$ cat config.mk
export PLATFORM = sky130hd
export DESIGN_NAME = lag_thread_select
export DESIGN_NICKNAME = d
export VERILOG_FILES = /design/src/rtl/lag_sel_pkg.sv /design/src/rtl/lag_progress_bank.sv /design/src/rtl/lag_min_finder.sv /design/src/rtl/lag_util_picker.sv /design/src/rtl/lag_thread_select.sv
export SDC_FILE = /design/constraint.sdc
export NUM_CORES = 1
export LEC_CHECK = 0
export ABC_AREA = 1
export CAP_MARGIN = 20
export CELL_PAD_IN_SITES_DETAIL_PLACEMENT = 0
export CELL_PAD_IN_SITES_GLOBAL_PLACEMENT = 1
export CORE_MARGIN = 1.5
export CORE_UTILIZATION = 42
export DETAILED_ROUTE_END_ITERATION = 7
export PLACE_DENSITY = 0.92
export SETUP_SLACK_MARGIN = 0.05
export SYNTH_ARGS = -nofsm -noshare
export SYNTH_HDL_FRONTEND = slang
export SYNTH_SLANG_ARGS = --single-unit
$ cat constraint.sdc
create_clock -name clk -period 10.5 [get_ports clk]
set_input_delay 2.1 -clock clk [delete_from_list [all_inputs] [get_ports clk]]
set_output_delay 2.1 -clock clk [all_outputs]
set_load 0.1 [all_outputs]
$ cat src/rtl/lag_sel_pkg.sv
package lag_sel_pkg;
    // Width of an index into a set of n items, never below one bit.
    function automatic int idx_width(input int n);
        return (n <= 1) ? 1 : $clog2(n);
    endfunction
endpackage

$ cat src/rtl/lag_progress_bank.sv
module lag_progress_bank #(
    parameter int NTHR  = 4,
    parameter int CNT_W = 8
) (
    input  logic                    clk,
    input  logic                    rst_n,
    input  logic                    clr,
    input  logic [NTHR-1:0]         inc,
    output logic [NTHR*CNT_W-1:0]   cnt_flat
);
    localparam logic [CNT_W-1:0] CNT_MAX = '1;

    typedef struct packed {
        logic [NTHR-1:0][CNT_W-1:0] cnt;
    } bank_t;

    bank_t bank_d, bank_q;

    always_comb begin
        bank_d = bank_q;
        for (int i = 0; i < NTHR; i++) begin
            if (clr) begin
                bank_d.cnt[i] = '0;
            end else if (inc[i] && (bank_q.cnt[i] != CNT_MAX)) begin
                bank_d.cnt[i] = bank_q.cnt[i] + CNT_W'(1);
            end
        end
    end

    always_ff @(posedge clk or negedge rst_n) begin
        if (!rst_n) begin
            bank_q <= '0;
        end else begin
            bank_q <= bank_d;
        end
    end

    assign cnt_flat = bank_q.cnt;
endmodule

$ cat src/rtl/lag_min_finder.sv
module lag_min_finder #(
    parameter int NTHR  = 4,
    parameter int CNT_W = 8
) (
    input  logic [NTHR*CNT_W-1:0] cnt_flat,
    input  logic [NTHR-1:0]       en,
    output logic [CNT_W-1:0]      min_val,
    output logic                  any_en
);
    logic [CNT_W-1:0] cnt_a [NTHR];

    for (genvar g = 0; g < NTHR; g++) begin : g_unpack
        assign cnt_a[g] = cnt_flat[g*CNT_W +: CNT_W];
    end

    logic [CNT_W-1:0] m_w;
    logic             f_w;

    always_comb begin
        m_w = '1;
        f_w = 1'b0;
        for (int i = 0; i < NTHR; i++) begin
            if (en[i] && (!f_w || (cnt_a[i] < m_w))) begin
                m_w = cnt_a[i];
                f_w = 1'b1;
            end
        end
    end

    assign min_val = m_w;
    assign any_en  = f_w;
endmodule

$ cat src/rtl/lag_util_picker.sv
module lag_util_picker
    import lag_sel_pkg::*;
#(
    parameter int NTHR   = 4,
    parameter int CNT_W  = 8,
    parameter int UTIL_W = 4,
    localparam int IDX_W = idx_width(NTHR)
) (
    input  logic [NTHR*CNT_W-1:0]  cnt_flat,
    input  logic [NTHR-1:0]        en,
    input  logic [CNT_W-1:0]       min_val,
    input  logic                   any_en,
    input  logic [CNT_W-1:0]       margin,
    input  logic [NTHR*UTIL_W-1:0] util_flat,
    output logic [NTHR-1:0]        lag,
    output logic [IDX_W-1:0]       sel,
    output logic                   sel_ok
);
    // One extra bit keeps min + margin from wrapping.
    logic [CNT_W:0] thresh;
    assign thresh = {1'b0, min_val} + {1'b0, margin};

    logic [UTIL_W-1:0] util_a [NTHR];

    for (genvar g = 0; g < NTHR; g++) begin : g_flag
        assign util_a[g] = util_flat[g*UTIL_W +: UTIL_W];
        assign lag[g]    = any_en && en[g] &&
                           ({1'b0, cnt_flat[g*CNT_W +: CNT_W]} < thresh);
    end

    logic [UTIL_W-1:0] best_u;
    logic [IDX_W-1:0]  best_i;
    logic              found;

    always_comb begin
        best_u = '0;
        best_i = '0;
        found  = 1'b0;
        // Strict greater-than keeps the lower index on ties.
        for (int i = 0; i < NTHR; i++) begin
            if (lag[i] && (!found || (util_a[i] > best_u))) begin
                best_u = util_a[i];
                best_i = IDX_W'(i);
                found  = 1'b1;
            end
        end
    end

    assign sel    = best_i;
    assign sel_ok = found;
endmodule

$ cat src/rtl/lag_thread_select.sv
module lag_thread_select
    import lag_sel_pkg::*;
#(
    parameter int NTHR   = 4,
    parameter int CNT_W  = 8,
    parameter int UTIL_W = 4,
    localparam int IDX_W = idx_width(NTHR)
) (
    input  logic                   clk,
    input  logic                   rst_n,
    input  logic                   barrier_clr,
    input  logic [NTHR-1:0]        commit_pulse,
    input  logic [NTHR-1:0]        thread_en,
    input  logic [CNT_W-1:0]       margin,
    input  logic [NTHR*UTIL_W-1:0] utility,
    input  logic                   quantum_end,
    output logic [NTHR-1:0]        lag_mask,
    output logic [IDX_W-1:0]       sel_idx,
    output logic                   sel_valid
);
    typedef struct packed {
        logic [NTHR-1:0]  mask;
        logic [IDX_W-1:0] idx;
        logic             vld;
    } pick_t;

    logic [NTHR*CNT_W-1:0] cnt_flat;
    logic [CNT_W-1:0]      min_val;
    logic                  any_en;
    logic [NTHR-1:0]       lag_c;
    logic [IDX_W-1:0]      sel_c;
    logic                  ok_c;

    lag_progress_bank #(.NTHR(NTHR), .CNT_W(CNT_W)) u_bank (
        .clk      (clk),
        .rst_n    (rst_n),
        .clr      (barrier_clr),
        .inc      (commit_pulse),
        .cnt_flat (cnt_flat)
    );

    lag_min_finder #(.NTHR(NTHR), .CNT_W(CNT_W)) u_min (
        .cnt_flat (cnt_flat),
        .en       (thread_en),
        .min_val  (min_val),
        .any_en   (any_en)
    );

    lag_util_picker #(.NTHR(NTHR), .CNT_W(CNT_W), .UTIL_W(UTIL_W)) u_pick (
        .cnt_flat  (cnt_flat),
        .en        (thread_en),
        .min_val   (min_val),
        .any_en    (any_en),
        .margin    (margin),
        .util_flat (utility),
        .lag       (lag_c),
        .sel       (sel_c),
        .sel_ok    (ok_c)
    );

    pick_t pick_d, pick_q;

    always_comb begin
        pick_d = pick_q;
        if (quantum_end) begin
            pick_d.mask = lag_c;
            pick_d.idx  = ok_c ? sel_c : '0;
            pick_d.vld  = ok_c;
        end
    end

    always_ff @(posedge clk or negedge rst_n) begin
        if (!rst_n) begin
            pick_q <= '0;
        end else begin
            pick_q <= pick_d;
        end
    end

    assign lag_mask  = pick_q.mask;
    assign sel_idx   = pick_q.idx;
    assign sel_valid = pick_q.vld;
endmodule

# Word level (Yosys, flattened, before mapping)
# Cells that the tools add are included.
# Widths: inputs -> output; s select.
# word_totals
input_bits	36
register_bits	39
out_inout_bits	7
# op_classes
eq_ne	4
magnitude_cmp	10
muxes	27
addsub	5
n_reduce_logical	34
# ops
cell	count
$mux 8	12
$lt 8x9->1	4
$add 8x1->8 const B	4
$ne 8x8->1 const B	4
$lt 8x8->1	3
$logic_and 1x1->1	18
$gt 4x4->1	3
$mux 4	3
$add 8x8->9	1
$mux 1	9
$reduce_bool 2->1	4
$logic_not 1->1	6
$logic_or 1x1->1	6
$mux 2	3

# Longest topological paths before layout
# depth
ltp_word	30
depth_mapped	82

# Modules after synthesis
# A second synthesis with hierarchy kept.
# hier_totals
cells_unflattened	719
hier_area_um2	4708.3
# modules_own_cells
module	cells_per_inst	n_inst	area_each_um2	seq_area_each_um2
lag_progress_bank	264	1	1921.8	800.8
lag_util_picker	259	1	1619.1	0.0
lag_min_finder	166	1	895.9	0.0
lag_thread_select	30	1	271.5	175.2

# Worst setup path before layout
# OpenSTA, ideal clock, no wires.
# synth_path
path_kind	input to register
startpoint	input thread_en[0]
endpoint	register pick_q, in the netlist sel_idx[1]
stages	73
slack_ns	-0.336
required_ns	10.380
arrival_time_ns	10.716
setup_time_ns	0.120
cell_sequence	clkinv_1 > nor2_1 > ha_1 > a21oi_1 > o21a_1 > nand2_1 > nand2_1 > nand2_2 > clkbuf_1 > o21ai_0 > ha_1 > a21oi_1 > nor2_1 > a211oi_1 > nand2_1 > nand2_1 > nand2_1 > inv_1 > (+37 left out) > nor2_1 > o211ai_1 > nand2_1 > nand2_1 > nand2_1 > nand2_4 > nand2_1 > o21ai_1 > ha_1 > inv_1 > nor2_1 > o21bai_1 > nand2_1 > o21ai_0 > nand2_1 > nand2_1 > a21oi_1 > a21o_1
# synth_via
elab_chain_cells	30
# synth_lines
item	line	rtl
start: declaration	lag_thread_select.sv:13	input logic [NTHR-1:0] thread_en,
$mux 8 or $mux 1 (tied branches)	lag_min_finder.sv:23	if (en[i] && (!f_w || (cnt_a[i] < m_w))) begin
$lt 8x8->1 or $logic_not 1->1 (tied branches)	lag_min_finder.sv:23	
$logic_or 1x1->1	lag_min_finder.sv:23	
$logic_and 1x1->1	lag_min_finder.sv:23	
$mux 8 or $mux 1 (tied branches)	lag_min_finder.sv:23	
$lt 8x8->1 or $logic_not 1->1 (tied branches)	lag_min_finder.sv:23	
$logic_or 1x1->1	lag_min_finder.sv:23	
$logic_and 1x1->1	lag_min_finder.sv:23	
(+14 left out)	-	
$logic_or 1x1->1	lag_util_picker.sv:41	if (lag[i] && (!found || (util_a[i] > best_u))) begin
$logic_and 1x1->1	lag_util_picker.sv:41	
$mux 4 or $mux 1 (tied branches)	lag_util_picker.sv:41	
$gt 4x4->1 or $logic_not 1->1 (tied branches)	lag_util_picker.sv:41	
$logic_or 1x1->1	lag_util_picker.sv:41	
$logic_and 1x1->1	lag_util_picker.sv:41	
$mux 2 or $mux 1 (tied branches)	lag_util_picker.sv:41	
$mux 2 (*)	lag_thread_select.sv:67	pick_d.idx = ok_c ? sel_c : '0;
end signal: assignment	lag_thread_select.sv:76	pick_q <= pick_d;
end: declaration	lag_thread_select.sv:61	pick_t pick_d, pick_q;
# Mark *: on every way between the ends. The rest lies on a longest branch, timed or not.
# A chain may end at the register's enable or synchronous reset.

# Worst setup path in the final report
# Ends and elaborated chain as after synthesis.

==> key figures <==
Global route
  – Initial antenna violation count: 0
  – Grt ovf: 0
  – Largest net degree at the start of global routing: 40
  – Number of global-route vias before repair: ~4500
  – Overall Global Routing Usage: between 20% and 30%
  – First-pass GRT wire length: 20.6 mm

Placed design
  – GPL Wtd Cong: 0.930
  – Port bufs: 42
  – DP Wirelength: roughly 9 mm
  – Setup slack at placement: -1230 ps
  – Placed Area: 5150 um^2

Critical path
  – Crit path launch type: input port
  – Slowest stage delay, CP: 550 ps
  – Worst Path Arrival: between 10000 and 15000 ps
  – Cell seen most often among critical-path stages: nand2_2
  – R2R depth: 73
  – Worst-path fanout max: 8
  – Crit Path Class: input port to flip-flop
  – Crit-path slowest cell: fa_2
  – Required @ worst endpoint: about 11000 ps
  – CP Capture Type: flip-flop

Clock tree
  – CTS Buf Count: 5
  – Clock Tree Buf Depth: 2
  – Clk Latency, worst-skew pair: just over 300 ps
  – Root buf cell: clkbuf_8
  – Hold_buf cts: 0
  – CTS tree: yes
  – H-tree Lvls: 2
  – Clock Sinks: 39
  – CTS clk-pin slew, worst paths: 80 ps

Detailed routing
  – DR iter-0 viols: 288
  – Detail Route Antenna Nets: 0
  – Routed len/inst: approximately 17 um
  – Drt total wl: 14.0 mm
  – Metal3 WL: between 700 and 800 um
  – Top routing layer in use: met4
  – Remaining DRCs: 0
  – Drt first pass iters: 5
  – M1 WL: approximately 5.9 mm
  – Vias: 4503
  – Met2 WL post-DR: 6.97 mm
  – Avg Vias per Cell: ~5.4

Synthesis
  – Post-Synthesis Cells: 565
  – Yosys warns: 0
  – FF+latch count, synth: 39
  – EDFF count, synth: 0
  – Synth Net Count: 668
  – Share of async-settable or async-resettable flops after synthesis: between 90% and 100%
  – Mapped Area: 4050 um^2
  – Syn_area_per_cell: ~7.2 um^2
  – Synth Flop Type: dfrtp_1
  – Sequential area share after synthesis: 24.1%
  – Count of cell types in the netlist: 40

Final layout
  – Area growth from synthesis to layout: 53.8%
  – Fillers: 735
  – N_diodes: 0
  – Fin area: 6230 um^2
  – Most common cell after layout, fill and taps aside: nand2_1
  – Layout cell share with drive strength beyond 1: a little over a third
  – NumNets Final: 812
  – Final Util: about two thirds
  – Commonest non-fill, non-tap cells in the layout: 112 x nand2_1, 91 x buf_4, 62 x inv_1

Pwr
  – Final Power: 0.000587 W
  – Pleak: ~3.0 nW
  – Worst vdd ir: slightly below 0.08 mV
  – Pwr/cell area: 94.2 nW/um^2

Floorplanning
  – Die area: 10200 um^2
  – Site Rows: 35
  – Initial Utilization: between 40% and 50%
  – Total core area: 9280 um^2
  – Die W: 101 um
  – Die Y: 101 um
  – I/O pin cnt: 43

Timing
  – Slew HR: a little over a third
  – Achievable Freq: slightly above 0.09 GHz
  – Max Slew Vio Count: 0
  – Clock skew: 8.51 ps
  – RSZ-0062 raised after global routing: yes
  – Worst slew pin tran: a little under 1000 ps
  – Fin crit share: 102%
  – Final hold vios: 0
  – Final setup violation count: 2
  – PnR worst setup slack: -244 ps
  – Min cycle time layout: 10740 ps
  – Final TNS setup: -422 ps

Run status
  – Failing checks: setup timing
  – Status: complete, but fails checks

Worst hold path
  – Hold Path Depth: 2
  – Worst min-delay path class: flip-flop to flip-flop

Run
  – MaxCap Viol Count: 0
[routing by layer]
metal	global-route usage (%)	up-vias
li1	-	2185
met1	32.5	2130
met2	44.0	148
met3	4.07	40
met4	8.76	0
met5	0	-
[area by class of cell]
class | instances | area, um^2 | area share (%)
clock inverter | 1 | 7.51 | 0.121
clock buffer | 7 | 96.3 | 1.55
inverter | 75 | 299 | 4.80
timing repair buffer | 141 | 1190 | 19.2
tap | 129 | 161 | 2.59
sequential | 39 | 976 | 15.7
timing repair inverter | 1 | 7.51 | 0.121
multi-input combinational | 446 | 3480 | 56.0
[synthesized netlist by cell type, types with 3 or more instances]
master,number,area share (%)
o221a_2,3,0.83
ha_1,66,20
xor2_1,3,0.65
a211oi_1,5,0.93
nand2_1,143,13
o21ai_0,34,4.2
nand3_1,26,3.2
o21a_1,3,0.56
o21ai_1,4,0.49
clkbuf_1,5,0.46
a21o_1,3,0.56
xnor2_1,3,0.65
nor2_1,44,4.1
o21ai_2,6,1.3
nor3_1,10,1.2
o221ai_1,3,0.65
nand2_2,8,1.2
inv_1,72,6.7
nand4_1,7,1.1
a21oi_1,42,5.2
dfrtp_1,39,24
o21bai_1,9,1.7
nand2_4,4,1.1
[registers in the layout, indices dropped and copies added, names as in the netlist]
signal,count
u_bank.cnt_flat,32
lag_mask,4
sel_idx,2
sel_valid,1
[critical path: cells and delay by family]
| kind | cells | cell delay, ps |
|---|---|---|
| AOI/OAI and AO/OA | 23 | 2990 |
| and+or+nand+nor | 30 | 2450 |
| adders and majority gates | 9 | 2440 |
| buffers and inverters | 10 | 930 |
[power by group]
| part | internal (W) | switching [W] | total [W] |
|---|---|---|---|
| Combinational | 0.000134 | 0.000168 | 0.000302 |
| Sequential | 0.000156 | 0.00000704 | 0.000163 |
| Clock | 0.0000599 | 0.0000614 | 0.000121 |
[cell families (layout without fill, tap and decap cells)]
group                    after synthesis  after routing  synth area share (%)
adder cells (fa/ha/maj)               67             67                  20.9
buffers and inverters                 81            225                  7.57
AND/OR/NAND/NOR                      246            247                  25.8
flip-flops                            39             39                  24.1
XOR/XNOR                               8              8                  2.10
AO/OA/AOI/OAI                        124            124                  19.5
[metrics by stage]
stage,cells,hold slack [ps]
after global routing,839,502
after floorplan,565,557
after detailed placement,798,465
final,839,472
after global placement,798,461
after CTS,831,487
[worst paths after layout]
| check | startpoint | endpoint | slack [ps] |
|---|---|---|---|
| min in group asynchronous | rst_n | u_bank.cnt_flat[20] | 1930 |
| worst min register to register | sel_idx[0] | sel_idx[0] | 470 |
| max in group asynchronous | rst_n | sel_valid | 7980 |
| worst max register to register | u_bank.cnt_flat[1] | sel_idx[1] | 1150 |
| worst min-delay path | sel_idx[0] | sel_idx[0] | 470 |
| worst max-delay path | thread_en[0] | sel_idx[1] | -240 |
[repair_timing]
item	CTS	global route
buffers inserted	23	8
setup endpoints to repair	2	2
resized for setup	98	75
cloned	2	0
pin swaps	57	61
Power figures use the tool's default switching activity.
